**src/rtl/tfr_pkg.sv**
```systemverilog
package tfr_pkg;
  typedef enum logic [1:0] {
    CLS_NONE = 2'b00,
    CLS_SYNC = 2'b01,
    CLS_LINE = 2'b10,
    CLS_DATA = 2'b11
  } byte_class_e;

  typedef enum logic [1:0] {
    PH_SYNC = 2'd0,
    PH_LINE = 2'd1,
    PH_DATA = 2'd2
  } frame_phase_e;
endpackage

```
**src/rtl/tfr_position.sv**
```systemverilog
module tfr_position
  import tfr_pkg::*;
#(
  parameter int SYNC_BYTES = 4,
  parameter int DATA_BYTES = 242
) (
  input  logic        clk,
  input  logic        rst,
  input  logic        sof_i,
  input  logic        step_i,
  output byte_class_e cls_o
);
  localparam int MAX_CNT = (SYNC_BYTES > DATA_BYTES) ? SYNC_BYTES : DATA_BYTES;
  localparam int CNT_W   = $clog2(MAX_CNT + 1);
  localparam logic [CNT_W-1:0] SYNC_LAST = CNT_W'(SYNC_BYTES - 1);
  localparam logic [CNT_W-1:0] DATA_LOAD = CNT_W'(DATA_BYTES);

  frame_phase_e     ph_q, eff_ph;
  logic [CNT_W-1:0] cnt_q, eff_cnt;

  // The strobe overrides the stored position in the same cycle.
  always_comb begin
    eff_ph  = sof_i ? PH_SYNC : ph_q;
    eff_cnt = sof_i ? '0 : cnt_q;
    case (eff_ph)
      PH_SYNC: cls_o = CLS_SYNC;
      PH_LINE: cls_o = CLS_LINE;
      PH_DATA: cls_o = CLS_DATA;
      default: cls_o = CLS_NONE;
    endcase
  end

  // In the sync phase cnt is the sync index. In the data phase it is the
  // count of data bytes still to come, the current one included.
  always_ff @(posedge clk) begin
    if (rst) begin
      ph_q  <= PH_SYNC;
      cnt_q <= '0;
    end else if (step_i) begin
      case (eff_ph)
        PH_SYNC: begin
          if (eff_cnt == SYNC_LAST) begin
            ph_q  <= PH_LINE;
            cnt_q <= '0;
          end else begin
            ph_q  <= PH_SYNC;
            cnt_q <= eff_cnt + 1'b1;
          end
        end
        PH_LINE: begin
          ph_q  <= PH_DATA;
          cnt_q <= DATA_LOAD;
        end
        PH_DATA: begin
          if (eff_cnt == CNT_W'(1)) begin
            ph_q  <= PH_SYNC;
            cnt_q <= '0;
          end else begin
            ph_q  <= PH_DATA;
            cnt_q <= eff_cnt - 1'b1;
          end
        end
        default: begin
          ph_q  <= PH_SYNC;
          cnt_q <= '0;
        end
      endcase
    end else if (sof_i) begin
      ph_q  <= PH_SYNC;
      cnt_q <= '0;
    end
  end

  AST_DATA_REMAIN_RANGE: assert property (@(posedge clk) disable iff (rst)
    ph_q == PH_DATA |-> (cnt_q != '0 && cnt_q <= DATA_LOAD));
  AST_SYNC_INDEX_RANGE: assert property (@(posedge clk) disable iff (rst)
    ph_q == PH_SYNC |-> cnt_q <= SYNC_LAST);
  AST_SOF_REALIGNS: assert property (@(posedge clk) disable iff (rst)
    (sof_i && !step_i) |=> (ph_q == PH_SYNC && cnt_q == '0));
endmodule

```
**src/rtl/tfr_byte_xform.sv**
```systemverilog
module tfr_byte_xform
  import tfr_pkg::*;
#(
  parameter int BYTE_W = 8
) (
  input  logic [BYTE_W-1:0] byte_i,
  input  logic [BYTE_W-1:0] mask_i,
  input  byte_class_e       cls_i,
  output logic [BYTE_W-1:0] byte_o
);
  logic [BYTE_W-1:0] rev;

  for (genvar i = 0; i < BYTE_W; i++) begin : g_rev
    assign rev[i] = byte_i[BYTE_W-1-i];
  end

  always_comb begin
    byte_o = (cls_i == CLS_DATA) ? (rev ^ mask_i) : byte_i;
  end
endmodule

```
**src/rtl/tfr_out_stage.sv**
```systemverilog
module tfr_out_stage
  import tfr_pkg::*;
#(
  parameter int BYTE_W = 8
) (
  input  logic              clk,
  input  logic              rst,
  input  logic              load_i,
  input  logic [BYTE_W-1:0] data_i,
  input  byte_class_e       cls_i,
  input  logic              out_ready_i,
  output logic              ready_o,
  output logic              out_valid_o,
  output logic [BYTE_W-1:0] out_data_o,
  output byte_class_e       out_class_o
);
  assign ready_o = !out_valid_o || out_ready_i;

  always_ff @(posedge clk) begin
    if (rst) begin
      out_valid_o <= 1'b0;
      out_data_o  <= '0;
      out_class_o <= CLS_NONE;
    end else if (load_i) begin
      out_valid_o <= 1'b1;
      out_data_o  <= data_i;
      out_class_o <= cls_i;
    end else if (out_ready_i) begin
      out_valid_o <= 1'b0;
    end
  end

  AST_HOLD_UNDER_STALL: assert property (@(posedge clk) disable iff (rst)
    (out_valid_o && !out_ready_i) |=>
      (out_valid_o && $stable(out_data_o) && $stable(out_class_o)));
  AST_NO_LOAD_WHEN_BLOCKED: assert property (@(posedge clk) disable iff (rst)
    (out_valid_o && !out_ready_i) |-> !load_i);
endmodule

```
**src/rtl/tlm_frame_reformatter.sv**
```systemverilog
module tlm_frame_reformatter
  import tfr_pkg::*;
#(
  parameter int                BYTE_W     = 8,
  parameter int                SYNC_BYTES = 4,
  parameter int                DATA_BYTES = 242,
  parameter logic [BYTE_W-1:0] MASK_INIT  = 8'h2A
) (
  input  logic              clk,
  input  logic              rst,
  input  logic              sof,
  input  logic              in_valid,
  output logic              in_ready,
  input  logic [BYTE_W-1:0] in_data,
  input  logic              mask_wr,
  input  logic [BYTE_W-1:0] mask_wr_data,
  output logic              out_valid,
  input  logic              out_ready,
  output logic [BYTE_W-1:0] out_data,
  output logic [1:0]        out_class
);
  logic [BYTE_W-1:0] mask_q;
  logic [BYTE_W-1:0] xf_data;
  logic              accept;
  byte_class_e       cur_cls;
  byte_class_e       oc;

  assign accept    = in_valid && in_ready;
  assign out_class = oc;

  always_ff @(posedge clk) begin
    if (rst)          mask_q <= MASK_INIT;
    else if (mask_wr) mask_q <= mask_wr_data;
  end

  tfr_position #(
    .SYNC_BYTES(SYNC_BYTES),
    .DATA_BYTES(DATA_BYTES)
  ) pos_i (
    .clk   (clk),
    .rst   (rst),
    .sof_i (sof),
    .step_i(accept),
    .cls_o (cur_cls)
  );

  tfr_byte_xform #(.BYTE_W(BYTE_W)) xf_i (
    .byte_i(in_data),
    .mask_i(mask_q),
    .cls_i (cur_cls),
    .byte_o(xf_data)
  );

  tfr_out_stage #(.BYTE_W(BYTE_W)) os_i (
    .clk        (clk),
    .rst        (rst),
    .load_i     (accept),
    .data_i     (xf_data),
    .cls_i      (cur_cls),
    .out_ready_i(out_ready),
    .ready_o    (in_ready),
    .out_valid_o(out_valid),
    .out_data_o (out_data),
    .out_class_o(oc)
  );

  AST_CLASS_LEGAL: assert property (@(posedge clk) disable iff (rst)
    out_valid |-> oc != CLS_NONE);
  AST_SYNC_PASS: assert property (@(posedge clk) disable iff (rst)
    (accept && cur_cls != CLS_DATA) |=> (out_data == $past(in_data)));
  AST_ACCEPT_SHOWS: assert property (@(posedge clk) disable iff (rst)
    accept |=> out_valid);
endmodule

```
**config.mk**
```make
export PLATFORM = sky130hd
export DESIGN_NAME = tlm_frame_reformatter
export DESIGN_NICKNAME = d
export VERILOG_FILES = /design/src/rtl/tfr_pkg.sv /design/src/rtl/tfr_position.sv /design/src/rtl/tfr_byte_xform.sv /design/src/rtl/tfr_out_stage.sv /design/src/rtl/tlm_frame_reformatter.sv
export SDC_FILE = /design/constraint.sdc
export NUM_CORES = 1
export LEC_CHECK = 0
export ABC_AREA = 1
export ABC_CLOCK_PERIOD_IN_PS = 1400
export CAP_MARGIN = 5
export CORE_UTILIZATION = 25
export DETAILED_ROUTE_END_ITERATION = 7
export HOLD_SLACK_MARGIN = 0.05
export PLACE_DENSITY = 0.55
export SETUP_SLACK_MARGIN = 0.5
export SYNTH_ARGS = -nofsm -noshare
export SYNTH_HDL_FRONTEND = slang
export SYNTH_SLANG_ARGS = --single-unit
```
**constraint.sdc**
```tcl
create_clock -name clk -period 1.4 [get_ports clk]
set_input_delay 0.21 -clock clk [delete_from_list [all_inputs] [get_ports clk]]
set_output_delay 0.21 -clock clk [all_outputs]
set_load 0.03 [all_outputs]
```
# After elaboration in Yosys (flattened, before gate mapping)
# Cells that the tools add are included.
# totals
reg_bits,29
input_bits,22
out_inout_bits,12
wordCells,33
# op_classes
addsub,2
eq_ne,5
n_mux,14
bitwise_logic,1
n_reduce_logical,5
# ops
op,n
$mux W8,5
$pmux W8 S3,1
$pmux W2 S3,2
$add A8 B1 Y8 const B,1
$eq A8 B1 Y1 const B,1
$eq A8 B2 Y1 const B,1
$sub A8 B1 Y8 const B,1
$xor A8 B8 Y8,1
$mux W2,3
$eq A2 B2 Y1 const B,2
$mux W1,3
$eq A2 B1 Y1 const B,1
$logic_not A2 Y1,1
$reduce_bool A2 Y1,1
$logic_and A1 B1 Y1,1
$logic_not A1 Y1,1
$logic_or A1 B1 Y1,1

# Longest topological paths before layout
# Gate-level depths: netlist (run 1).
# logic_depth
depth_word,5
ltp_mapped,11
depth_no_buf,11

# Cells and area by module
# Synthesis (run 1) repeated with hierarchy kept, for this count alone.
# unflattened
hier_cells,312
hier_area_um2,1876.8
# by_module_without_submodules
module,n_inst,cells_per_inst,area_each_um2,seq_area_each_um2
tfr_position,1,151,920.9,200.2
tfr_out_stage,1,48,387.9,220.2
tlm_frame_reformatter,1,47,317.8,160.2
tfr_byte_xform,1,66,250.2,0.0

# Least setup slack after synthesis (run 1)
# No wires, ideal clock.
# synth_timing
kind,register to register
startpoint,reg os_i.out_valid_o
endpoint,reg pos_i.cnt_q[7]
setup_ps,67
arrival_ps,1491
required_time_ps,1333
setup_slack_ps,-158
stages_incl_launch_ff,6
path_buffers,1
synth_period_minus_slack_ps,1558
path_cell_list,dfxtp_1 -> nand2_1 -> nand2_1 -> clkbuf_1 -> nand2_1 -> a21oi_2
# synth_via
elab_chain_len,4
# synth_lines
item,line_no,rtl
from (decl),tfr_out_stage.sv:13,"output logic out_valid_o,"
from (signal assigned),tfr_out_stage.sv:21,out_valid_o <= 1'b0;
from (signal assigned),tfr_out_stage.sv:25,out_valid_o <= 1'b1;
from (signal assigned),tfr_out_stage.sv:29,out_valid_o <= 1'b0;
$logic_not A1 Y1,tfr_out_stage.sv:17,assign ready_o = !out_valid_o || out_ready_i;
$logic_or A1 B1 Y1,tfr_out_stage.sv:17,
net in_ready,tlm_frame_reformatter.sv:13,"output logic in_ready,"
$logic_and A1 B1 Y1,tlm_frame_reformatter.sv:28,assign accept = in_valid && in_ready;
$mux W8,tfr_position.sv:39,end else if (step_i) begin
to (signal assigned),tfr_position.sv:47,cnt_q <= eff_cnt + 1'b1;
to (signal assigned),tfr_position.sv:60,cnt_q <= eff_cnt - 1'b1;
to (decl),tfr_position.sv:19,"logic [CNT_W-1:0] cnt_q, eff_cnt;"
# The timed path passes the listed nets, and every way through them passes these cells.
# A chain may end at the register's enable or synchronous reset.

# Worst setup path in the final report (run 1)
# layout_timing
startpoint,reg pos_i.cnt_q[0]
endpoint,reg pos_i.cnt_q[4]
# layout_via
elab_chain_len,5
word_cells_on_any_way,9
cone_classes,2 x add/sub; 2 x eq/ne; 5 x mux
# layout_lines
item,line_no,rtl
$mux W8 *,tfr_position.sv:24,eff_cnt = sof_i ? '0 : cnt_q;
"$sub A8 B1 Y8, or another cell as far along",tfr_position.sv:60,
"$mux W8, on equally long branches","tfr_position.sv:55, tfr_position.sv:42",
$pmux W8 S3 *,tfr_position.sv:40,case (eff_ph)
$mux W8 *,tfr_position.sv:39,
# Mark *: on every way between the ends. The rest lies on a longest branch, timed or not.

==> results.py, run 1 <==
metrics = {
    "clock_tree": {
        "cts_inserted_buffers": 5,
        "clk_pin_slew_ns": 0.07,
        "cts_tree": "built",
        "ctsHoldBuffers": 0,
        "htree_levels": 2,
        "clock_sinks": 29,
        "clock_latency_ns": 0.29,
        "cts_buffer_depth": 2,
        "root_buffer": "clkbuf_8",
    },
    "setup_path": {
        "path_common_cell": "nor2_4",
        "cp.arrival_ns": 1.61,
        "rrSetupSlack_ns": 0.01,
        "critPathMaxFanout": 8,
        "cp.required_ns": 1.62,
        "end_kind": "flip-flop",
        "crit_chain": "nand2_8 > inv_8 > ha_4 > nand3_4 > nor2_4 > nor2_4 > o21ai_1 > nand3_1 > nand2_1 > a21oi_1",
        "startpoint_type": "flip-flop",
        "path_class": "flip-flop to flip-flop",
        "critical_path.slowest_cell": "dfxtp_4",
        "slowest_delay_ns": 0.36,
        "critPathTopFamily": "simple AND/OR/NAND/NOR gates",
        "path_buf_inv": 1,
    },
    "die": {
        "die_area_um2": 7228,
        "die_width_um": 85.02,
        "start_util_pct": 26.53,
        "rows": 29,
        "coreArea_um2": 6495,
        "die_h_um": 85.02,
        "top_level_ports": 34,
    },
    "timing": {
        "finalSetupViolations": 0,
        "finClkSkew_ns": 0.006190,
        "setup_slack_ns": 0.01043,
        "min_period_over_period_pct": 99.25,
        "rsz0062_at_grt": "true",
        "slew_headroom_pct": 80.52,
        "fin_setup_tns_ns": 0,
        "hold_ws_ns": 0.3352,
        "hold_viol": 0,
        "fin_crit_ns": 1.390,
        "worst_pin_slew_ns": 0.2912,
        "fmax_ghz": 0.7196,
        "drv_slew": 0,
    },
    "place": {
        "hpwl_um": 3750,
        "finalWeightedCongestion": 0.8630,
        "port_buffers": 33,
        "post-place-ws_ns": -0.5507,
    },
    "drt": {
        "drc": 0,
        "via_per_inst": 4.797,
        "vias": 2034,
        "drtPass1Iterations": 4,
        "wl_per_cell_um": 13.62,
        "routed_wl_um": 5773,
        "detail-route-antenna-nets": 0,
        "first_iter_violations": 92,
    },
    "power_and_ir_drop": {
        "p_int_mw": 1.699,
        "pwr-share-comb_pct": 21.1,
        "p_sw_uw": 651.1,
        "seqPwrFrac_pct": 38.6,
        "leakagePower_nw": 1.355,
        "cellPowerDensity_nw_per_um2": 728.2,
        "p_sw_share_pct": 27.70,
        "p_clk_share_pct": 40.3,
        "vdd_drop_max_mv": 0.3807,
    },
    "global_routing": {
        "grt_pass1_vias": 1928,
        "grt_pass1_wl_um": 9225,
        "grt_max_degree": 20,
        "track_usage_pct": 16.25,
        "grt_overflow": 0,
        "antenna_found_initial": 0,
    },
    "yosys": {
        "synth_edf_count": 0,
        "synth_fp_nets": 287,
        "ys_seq_area_share_pct": 33.70,
        "avgSynthCellArea_um2": 6.704,
        "syn_area_um2": 1723,
        "synth_top_area_cell": "dfxtp_1",
        "ys.flop_type": "dfxtp_1",
        "async_flop_share_pct": 0,
        "ys_types": 24,
        "yosysWarnings": 0,
        "synth_cells": 257,
        "ys_ff_latch": 29,
        "synth_common_cells": "nand2_1, a21oi_1, o21ai_0, dfxtp_1, nand3_1",
        "yosysMostFrequentCell": "nand2_1",
        "yosys-top-cells-area": "dfxtp_1, a21oi_1, nand2_1, o21ai_0, nand3_1",
        "yosysTopAreaCellShare_pct": 33.70,
    },
    "finish": {
        "num-fill-cells": 606,
        "fin_nets": 376,
        "syn_to_final_growth_pct": 87.36,
        "drive_gt1_share_pct": 47.26,
        "n_antenna_cell": 0,
        "multi_input_area_um2": 1334,
        "register_area_um2": 613.1,
    },
    "outcome": {
        "status": "finished clean",
    },
    "hold_path": {
        "min_path_type": "input port to flip-flop",
    },
    "flow_run": {
        "cap_viol_max_count": 0,
    },
}
[sequential cells by signal, summed over array words and instances (netlist names)]
| register | cells |
|---|---|
| mask_q | 8 |
| os_i.out_class_o | 2 |
| pos_i.ph_q | 2 |
| os_i.out_valid_o | 1 |
| os_i.out_data_o | 8 |
| pos_i.cnt_q | 8 |
[worst paths after layout]
path / cells after the start / startpoint / to
max: 10 / pos_i.cnt_q[0] / pos_i.cnt_q[4]
min: 3 / rst / os_i.out_valid_o
max reg2reg: 10 / pos_i.cnt_q[0] / pos_i.cnt_q[4]
min reg2reg: 2 / mask_q[1] / mask_q[1]
[metrics by stage]
step	cells	instance area [µm²]	util (%)	total power [mW]
after floorplan	257	1904	-	1.110
after global placement	397	2572	39.61	1.299
after detailed placement	397	2572	39.61	1.301
after CTS	414	3040	46.81	2.326
after global routing	424	3228	49.70	2.470
final	424	3228	49.70	2.351
[cells by family (layout without fill, tap and decap cells)]
family | count (synthesis) | in the layout | synth area share (%)
simple gates | 113 | 113 | 30.50
compound gates | 72 | 72 | 21.13
buf+inv | 33 | 123 | 7.843
flops | 29 | 29 | 33.70
fa+ha+maj | 8 | 8 | 5.810
xor+xnor | 2 | 2 | 1.017
[worst min-delay path, cell delays in order]
cell and delay [ns]:
dlymetal6s2s_1 0.11, buf_4 0.22, a21oi_2 0.04
[area by class of cell]
class | count | share of cell area [%]
tap | 77 | 2.984
clock inverter | 2 | 1.163
multi-input combinational | 195 | 41.32
clock buffer | 6 | 2.558
sequential | 29 | 18.99
timing repair inverter | 2 | 0.4264
timing repair buffer | 90 | 28.64
inverter | 23 | 3.915
[routing by layer]
metal	routed length [µm]	vias to the layer above	part of all wire, %	global-route usage, %
met5	0	-	0	0
met3	283	9	4.9	4.280
li1	-	1042	-	-
met1	2642	929	46	21.39
met2	2774	54	48	26.39
met4	73	0	1.3	4.160
[power by group through the flow]
stage          combinational (mW)  sequential, mW  clock (mW)
3_5_place_dp                0.386           0.915           0
4_1_cts                     0.444           0.908       0.974
3_3_place_gp                0.383           0.916           0
2_1_floorplan               0.151           0.959           0
5_1_grt                     0.531           0.914        1.03
6_report                    0.495           0.908       0.948
[cell usage in the layout (no fill, tap or decap), types with 11 or more instances in the layout]
cell             count
buf_4               40
o21ai_0             16
o21ai_1             15
clkdlybuf4s50_1     17
dfxtp_1             11
a21oi_1             19
nor2_1              13
dfxtp_2             14
buf_6               21
inv_1               13
nand3_1             25
a21oi_2             18
nand2_1             41
[repair_timing]
item / CTS / global route
pin swaps: 25 / 13
resized for setup: 150 / 26
cloned: 3 / 2
endpoints found under the hold margin: 0 / 0
endpoints found under the setup margin: 33 / 35
setup buffers: 6 / 8
(Power assumes the default switching activity.)
==> run 2, diff against run 1 <==
Settings changed: CAP_MARGIN 5 to 20.
==> results of run 2 <==
The final DEF is identical to that of run 1; final timing and power are the same.
==> run 3, diff against run 2 <==
Settings changed: ABC_CLOCK_PERIOD_IN_PS 1400 to 1600, PLACE_DENSITY 0.55 to 0.54, SKIP_LAST_GASP set to 1.
Clock period 1.4 ns to 1.6 ns, I/O delays scaled along.
==> results.py, run 3 (same netlist as run 1, synthesis figures left out) <==
metrics = {
    "power_and_ir_drop": {
        "vdd_drop_max_mv": 0.3691,
        "finalPower_mw": 1.827,
        "leakagePower_nw": 1.233,
        "cellPowerDensity_nw_per_um2": 627.1,
    },
    "clock_tree": {
        "ctsHoldBuffers": 0,
        "clock_latency_ns": 0.28,
        "cts_buffer_depth": 2,
        "clk_pin_slew_ns": 0.06,
        "cts_inserted_buffers": 5,
        "cts_tree": "built",
        "htree_levels": 2,
        "clock_sinks": 29,
        "root_buffer": "clkbuf_8",
    },
    "global_routing": {
        "grt_overflow": 0,
        "grt_pass1_wl_um": 8825,
        "track_usage_pct": 15.48,
        "antenna_found_initial": 0,
        "grt_max_degree": 12,
        "grt_pass1_vias": 1933,
    },
    "die": {
        "rows": 29,
        "die_h_um": 85.02,
        "coreArea_um2": 6495,
        "die_width_um": 85.02,
        "top_level_ports": 34,
        "die_area_um2": 7228,
        "start_util_pct": 26.53,
    },
    "setup_path": {
        "end_kind": "flip-flop",
        "r2r-start": "pos_i.cnt_q[0]",
        "cp.required_ns": 1.82,
        "rrSetupSlack_ns": 0.20,
        "path_class": "flip-flop to flip-flop",
        "startpoint_type": "flip-flop",
        "cp.arrival_ns": 1.62,
        "startpoint": "pos_i.cnt_q[0]",
        "regToRegEndpoint": "pos_i.cnt_q[2]",
        "reg2reg_depth": 11,
        "critPathMaxFanout": 4,
        "endpoint": "pos_i.cnt_q[2]",
    },
    "finish": {
        "utilization_pct": 44.85,
        "layout_commonest_cell": "nand2_1",
        "syn_to_final_growth_pct": 69.06,
        "finish.instance_area_um2": 2913,
        "layout_common_cells": "nand2_1, buf_4, nand3_1, dfxtp_1, a21oi_2",
        "drive_gt1_share_pct": 42.39,
        "fin_nets": 365,
        "n_antenna_cell": 0,
        "reg_top3": "mask_q: 8 flops, os_i.out_data_o: 8 flops, pos_i.cnt_q: 8 flops",
    },
    "drt": {
        "met1_length_um": 2352,
        "drc": 0,
        "wl_per_cell_um": 13.25,
        "drtPass1Iterations": 4,
        "first_iter_violations": 70,
        "via_per_inst": 4.930,
        "routed_wl_um": 5459,
        "wl_met2_um": 2722,
        "vias": 2031,
        "detail-route-antenna-nets": 0,
        "dr_wl_met3_um": 213,
        "topRoutingLayerUsed": "met4",
    },
    "timing": {
        "min_period_over_period_pct": 87.65,
        "finalSetupViolations": 0,
        "hold_viol": 0,
        "rsz0062_at_grt": "true",
        "slew_headroom_pct": 78.38,
        "drv_slew": 0,
        "fin_crit_ns": 1.402,
        "worst_pin_slew_ns": 0.3208,
        "finClkSkew_ns": 0.002837,
        "fmax_ghz": 0.7131,
    },
    "place": {
        "port_buffers": 33,
        "place_area_um2": 2505,
        "hpwl_um": 3678,
        "finalWeightedCongestion": 0.8783,
    },
    "outcome": {
        "status": "finished clean",
    },
    "hold_path": {
        "min_path_type": "input port to flip-flop",
        "min_from": "out_ready",
    },
    "flow_run": {
        "cap_viol_max_count": 0,
    },
}
[run 3: area by class of cell]
class,count,area (µm²)
Clock buffer,6,93.84
Inverter,23,126.4
Fill cell,669,3582
Tap cell,77,96.34
Clock inverter,1,5.005
Sequential cell,29,599.3
Timing Repair inverter,2,13.76
Multi-Input combinational cell,195,1303
Timing Repair Buffer,79,675.6
[run 3: metrics by stage]
step | instances | hold WS (ns) | TNS, ns | setup slack (ns)
after floorplan | 257 | 0.3663 | 0 | 0.3727
after global placement | 391 | 0.4585 | -4.351 | -0.3934
after detailed placement | 391 | 0.4649 | -4.312 | -0.3703
after CTS | 407 | 0.4634 | 0 | 0.2031
after global routing | 412 | 0.5085 | 0 | 0.1184
final | 412 | 0.4677 | 0 | 0.1976
[run 3: power breakdown]
| group | switching (mW) | internal (mW) |
|---|---|---|
| clock network | 0.294 | 0.389 |
| registers | 0.0293 | 0.757 |
| logic | 0.198 | 0.160 |
| total | 0.521 | 1.31 |
[run 3: metal layers]
| layer | track usage [%] | vias up |
|---|---|---|
| met3 | 4.183 | 15 |
| met5 | 0 | - |
| met1 | 17.92 | 939 |
| met4 | 7.088 | 0 |
| met2 | 26.61 | 59 |
| li1 | - | 1018 |
[run 3: timing repair]
| action | 4_1_cts | 5_1_grt |
|---|---|---|
| pin swaps | 22 | 23 |
| setup buffers | 7 | 5 |
| gates resized for setup | 105 | 29 |
| cloned | 2 | 0 |
| endpoints found under the setup margin | 32 | 24 |
[run 3: worst min-delay path by stage]
stage | endpoint | depth (start not counted)
4_1_cts | os_i.out_valid_o | 5
3_5_place_dp | mask_q[5] | 2
3_3_place_gp | mask_q[5] | 2
5_1_grt | os_i.out_valid_o | 5
2_1_floorplan | mask_q[1] | 2
6_report | os_i.out_valid_o | 5
[run 3: worst max-delay path: stages, from the launching register on]
cell and delay [ns]:
dfxtp_4 0.37, nand2_8 0.08, inv_8 0.04, ha_4 0.14, nand3_2 0.08, nor2_4 0.04, nor2_4 0.15, buf_12 0.13
nand3_2 0.05, o21ai_1 0.08, nand2_1 0.08, a21oi_2 0.11
